`config.mk`:
```
export PLATFORM = sky130hd
export DESIGN_NAME = epipe3
export DESIGN_NICKNAME = d
export VERILOG_FILES = /design/src/rtl/epipe_pkg.sv /design/src/rtl/epipe_xform.sv /design/src/rtl/epipe_stage.sv /design/src/rtl/epipe3.sv
export SDC_FILE = /design/constraint.sdc
export NUM_CORES = 1
export LEC_CHECK = 0
export BUFFER_PORTS_ARGS = -buffer_cell sky130_fd_sc_hd__buf_4
export CORE_ASPECT_RATIO = 0.6
export CORE_UTILIZATION = 41
export DETAILED_ROUTE_END_ITERATION = 16
export HOLD_SLACK_MARGIN = 0.05
export PLACE_DENSITY = 0.73
export SYNTH_ARGS = -nofsm -noshare
export SYNTH_HDL_FRONTEND = slang
export SYNTH_SLANG_ARGS = --single-unit
```
`constraint.sdc`:
```
create_clock -name clk -period 1.56 [get_ports clk]
set_input_delay 0.312 -clock clk [delete_from_list [all_inputs] [get_ports clk]]
set_output_delay 0.312 -clock clk [all_outputs]
set_load 0.02 [all_outputs]
```
`src/rtl/epipe_pkg.sv`:
```
package epipe_pkg;

  // Increment applied by stage idx (0 at the input side).
  function automatic int unsigned stage_add(input int unsigned base, input int unsigned idx);
    return base + idx;
  endfunction

  // Total increment over a chain of n stages.
  function automatic int unsigned chain_add(input int unsigned base, input int unsigned n);
    return n * base + (n * (n - 1)) / 2;
  endfunction

endpackage

```
`src/rtl/epipe_xform.sv`:
```
module epipe_xform #(
  parameter int unsigned W   = 8,
  parameter int unsigned ADD = 1
) (
  input  logic [W-1:0] a,
  output logic [W-1:0] y
);

  localparam logic [W-1:0] K = W'(ADD);

  always_comb begin
    y = a + K;
  end

endmodule

```
`src/rtl/epipe_stage.sv`:
```
module epipe_stage #(
  parameter int unsigned W   = 8,
  parameter int unsigned ADD = 1
) (
  input  logic         clk,
  input  logic         rst_n,
  input  logic         up_valid,
  input  logic [W-1:0] up_data,
  output logic         up_ready,
  input  logic         dn_ready,
  output logic         dn_valid,
  output logic [W-1:0] dn_data
);

  logic         full_q;
  logic         full_d;
  logic         load;
  logic [W-1:0] dat_q;
  logic [W-1:0] xf;

  epipe_xform #(.W(W), .ADD(ADD)) i_xform (
    .a (up_data),
    .y (xf)
  );

  // Room exists if empty, or if the held item leaves this cycle.
  assign up_ready = !full_q || dn_ready;
  assign load     = up_valid && up_ready;

  always_comb begin
    full_d = full_q;
    if (load) begin
      full_d = 1'b1;
    end else if (dn_ready) begin
      full_d = 1'b0;
    end
  end

  always_ff @(posedge clk or negedge rst_n) begin
    if (!rst_n) begin
      full_q <= 1'b0;
    end else begin
      full_q <= full_d;
    end
  end

  // Datapath register: clock-enabled, no reset.
  always_ff @(posedge clk) begin
    if (load) begin
      dat_q <= xf;
    end
  end

  assign dn_valid = full_q;
  assign dn_data  = dat_q;

  // A held item that is not taken stays put, unchanged.
  p_stage_hold_r2: assert property (@(posedge clk) disable iff (!rst_n)
    (full_q && !dn_ready) |=> (full_q && $stable(dat_q)));

  // An item leaving with nothing behind it empties the stage.
  p_stage_drain_r6: assert property (@(posedge clk) disable iff (!rst_n)
    (full_q && dn_ready && !up_valid) |=> !full_q);

endmodule

```
`src/rtl/epipe3.sv`:
```
module epipe3 #(
  parameter int unsigned DATA_W   = 8,
  parameter int unsigned DEPTH    = 3,
  parameter int unsigned BASE_ADD = 1
) (
  input  logic              clk,
  input  logic              rst_n,
  input  logic              in_valid,
  input  logic [DATA_W-1:0] in_data,
  output logic              in_ready,
  output logic              out_valid,
  output logic [DATA_W-1:0] out_data,
  input  logic              out_ready
);

  localparam int unsigned LINKS = DEPTH + 1;

  // Link k is the boundary in front of stage k; link DEPTH is the output.
  logic [LINKS-1:0]  lv;
  logic [LINKS-1:0]  lr;
  logic [DATA_W-1:0] ld [LINKS];

  assign lv[0]     = in_valid;
  assign ld[0]     = in_data;
  assign lr[DEPTH] = out_ready;
  assign in_ready  = lr[0];
  assign out_valid = lv[DEPTH];
  assign out_data  = ld[DEPTH];

  for (genvar i = 0; i < DEPTH; i++) begin : g_stage
    epipe_stage #(
      .W   (DATA_W),
      .ADD (epipe_pkg::stage_add(BASE_ADD, i))
    ) i_stage (
      .clk      (clk),
      .rst_n    (rst_n),
      .up_valid (lv[i]),
      .up_data  (ld[i]),
      .up_ready (lr[i]),
      .dn_ready (lr[i+1]),
      .dn_valid (lv[i+1]),
      .dn_data  (ld[i+1])
    );
  end

  // Back-pressure reaches the producer only when every slot is taken.
  p_ready_full_r3: assert property (@(posedge clk) disable iff (!rst_n)
    !in_ready |-> (&lv[DEPTH:1] && !out_ready));

  // An open consumer never stalls the producer.
  p_sink_open_r5: assert property (@(posedge clk) disable iff (!rst_n)
    out_ready |-> in_ready);

  // An offered output persists with stable data until taken.
  p_out_hold_r2: assert property (@(posedge clk) disable iff (!rst_n)
    (out_valid && !out_ready) |=> (out_valid && $stable(out_data)));

  // A full stage with an empty successor moves forward on the next edge.
  for (genvar j = 1; j < DEPTH; j++) begin : g_bubble
    p_bubble_r7: assert property (@(posedge clk) disable iff (!rst_n)
      (lv[j] && !lv[j+1]) |=> lv[j+1]);
  end

endmodule

```
==> impl_metrics.toml <==
[clock_network]
cts_tree = "done"
insertion_delay_ps = 270
htree_levels = 1
clockBufferDepth = 2
clk_pin_slew_ps = 90
cts_root_buf = "clkbuf_8"
cts_made_buffers = 3
clock-sinks = 27
cts_setup_buffers = 0

[sta]
finalSetupViolCount = 0
fin_tns_setup_ps = 0
skew_ps = 3.58
slew_headroom_pct = 75.6
drv_slew = 0
layout_min_cycle_time_ps = 1370
fmax_mhz = 729
tightest_slew_ps = 366
rsz0062_at_grt = "false"
period_share_pct = 88.0
hold_viol_final = 0

[logic_synthesis]
ys_warn_count = 0
synthCells = 81
yosysMostFrequentCell = "edfxtp_1"
synth-edff-count = 24
synth_flop_cell = "edfxtp_1"
synth_top_area_share_pct = 61.7
yosys.area.top_type = "edfxtp_1"
syn-num-nets = 96
ys_top_cells_by_area = "edfxtp_1 (62%), xnor2_1 (9.7%), dfrtp_1 (6.4%), nand3_1 (3.9%), ha_1 (3.2%)"
synthTopCellsByCount = "edfxtp_1 (24), xnor2_1 (13), nand3_1 (9), inv_1 (5)"
synth_cell_type_count = 18
ys_seq_elements = 27
seq_area_frac_synth_pct = 68.1
syn_area_per_cell_um2 = 14.4
synthesis.area_um2 = 1170
async_flop_share_pct = 11.1

[detailed_routing]
ant_nets = 0
vias = 657
drt_iter0_drc = 14
dr.pass1.iters = 6
wl_per_cell_um = 11.2
drt-total-wl_um = 1560
vias_per_cell = 4.73
drc = 0

[die]
die_h_um = 43.4
core_region_area_um2 = 2610
row_count = 14
die-area_um2 = 3070
initial_core_util_pct = 44.8
io_pins = 22
die_x_um = 70.9

[finish]
nFillCells = 219
diodes = 0
layout-area-overhead-vs-synth_pct = 22.1
final_nets = 123
multi_input_area_um2 = 354
drive_above_1_share_pct = 24.3
register_area_um2 = 796

[power_and_ir_drop]
sw_frac_of_total_pct = 24.5
combPwrFrac_pct = 15.7
powerDensity_nw_per_um2 = 1110
pwr-share-clk_pct = 25.4
max-vdd-ir-drop_mv = 0.370
leakagePower_nw = 0.551
seq_power_share_pct = 59.0
finalPower_w = 0.00158
p_sw_w = 0.000387
p_int_w = 0.00120

[worst_hold_path]
hp-class = "input port to register"

[placement]
place_hpwl_um = 1250
routabilityCongestion = 0.745
port_buffers = 21

[setup_path]
criticalPathCategory = "register to primary output"
cp_max_fo = 4
arrival_ps = 1060
end_kind = "primary output"
cp-start-kind = "register"
cp.required_ps = 1250

[global_routing]
grt_overflow_total = 0
grt_pass1_vias = 647
grt_pass1_wl_um = 2610
grt_usage_pct = 11.8
grt_max_degree = 18
antenna_found_initial = 0

[flow_run]
maxCapViolations = 0

[status]
outcome = "complete, no violations"
-- cells by family after synthesis --
logic type | share of synthesized area (%)
AND/OR/NAND/NOR | 13.9
flip-flops | 68.1
XOR/XNOR | 12.7
buffers and inverters | 1.61
adder cells (fa/ha/maj) | 3.21
AO/OA/AOI/OAI | 0.428
-- metal layers --
layer  track usage (%)  part of all wire, %  vias up
li1                  -                    -      337
met1              11.7                   41      294
met2              21.3                   52       24
met3              4.88                  6.2        2
met4              7.20                 0.90        0
met5                 0                    0        -
-- critical path: stages (launching register included) --
cell      delay, ps
dfrtp_1         410
nand4b_1        180
buf_4           210
-- worst paths after layout --
check | to | cells past startpoint | start | slack (ps)
worst max-delay path | in_ready | 2 | g_stage[2].i_stage.dn_valid$_DFFE_PN0P_ | 190
worst min-delay path | g_stage[0].i_stage.dn_valid$_DFFE_PN0P_ | 2 | in_valid | 230
worst max register to register | g_stage[2].i_stage.dn_data[6]$_DFFE_PP_ | 5 | g_stage[1].i_stage.dn_data[0]$_DFFE_PP_ | 250
worst min register to register | g_stage[1].i_stage.dn_data[0]$_DFFE_PP_ | 0 | g_stage[0].i_stage.dn_data[0]$_DFFE_PP_ | 430
max in group asynchronous | g_stage[1].i_stage.dn_valid$_DFFE_PN0P_ | 2 | rst_n | 1110
min in group asynchronous | g_stage[2].i_stage.dn_valid$_DFFE_PN0P_ | 2 | rst_n | 350
-- power groups by stage --
stage	sequential [W]	clock, W	combinational [W]
2_1_floorplan	0.000983	0	0.000110
3_3_place_gp	0.000947	0	0.000240
3_5_place_dp	0.000951	0	0.000248
4_1_cts	0.000935	0.000425	0.000251
5_1_grt	0.000943	0.000447	0.000271
6_report	0.000933	0.000402	0.000248
-- layout by cell type, fill, tap and decap left out, drive strengths merged --
master       instances
inv                  6
nand4b               1
dfrtp                3
xnor2               13
xor2                 4
nand2                2
nand4                2
nor2b                1
clkbuf               3
o21ai                1
nand2b               4
edfxtp              24
dlygate4sd3          1
nand3b               1
and3                 3
buf                 21
nand3                9
ha                   3
nor2                 2
and2                 3
-- layout make-up --
cell class                 instances  area share, %
clock buffer                       3           2.89
clock inverter                     1          0.614
inverter                           5           1.32
multi-input combinational         49           24.8
sequential                        27           55.8
tap                               32           2.81
timing repair buffer              22           11.8
-- flip-flops by register name (all words and copies together), names as in the netlist --
signal / flops
g_stage.i_stage.dn_data: 24
g_stage.i_stage.dn_valid: 3
-- metrics by stage --
stage                     instance area [um2]  setup WS (ps)  instances  util (%)  hold slack (ps)
after global routing                     1430            123        139      54.7              245
after detailed placement                 1370            256        134      52.3              104
after global placement                   1370            320        134      52.3              101
final                                    1430            188        139      54.7              227
after CTS                                1430            167        139      54.7              220
after floorplan                          1170            152         81         -             16.4
-- repair_timing --
action,CTS,global route
hold buffers,1,0
setup endpoints to repair,0,0
resized for setup,0,0
endpoints found under the hold margin,3,0
Note: power is estimated with default switching activity, not from simulation.
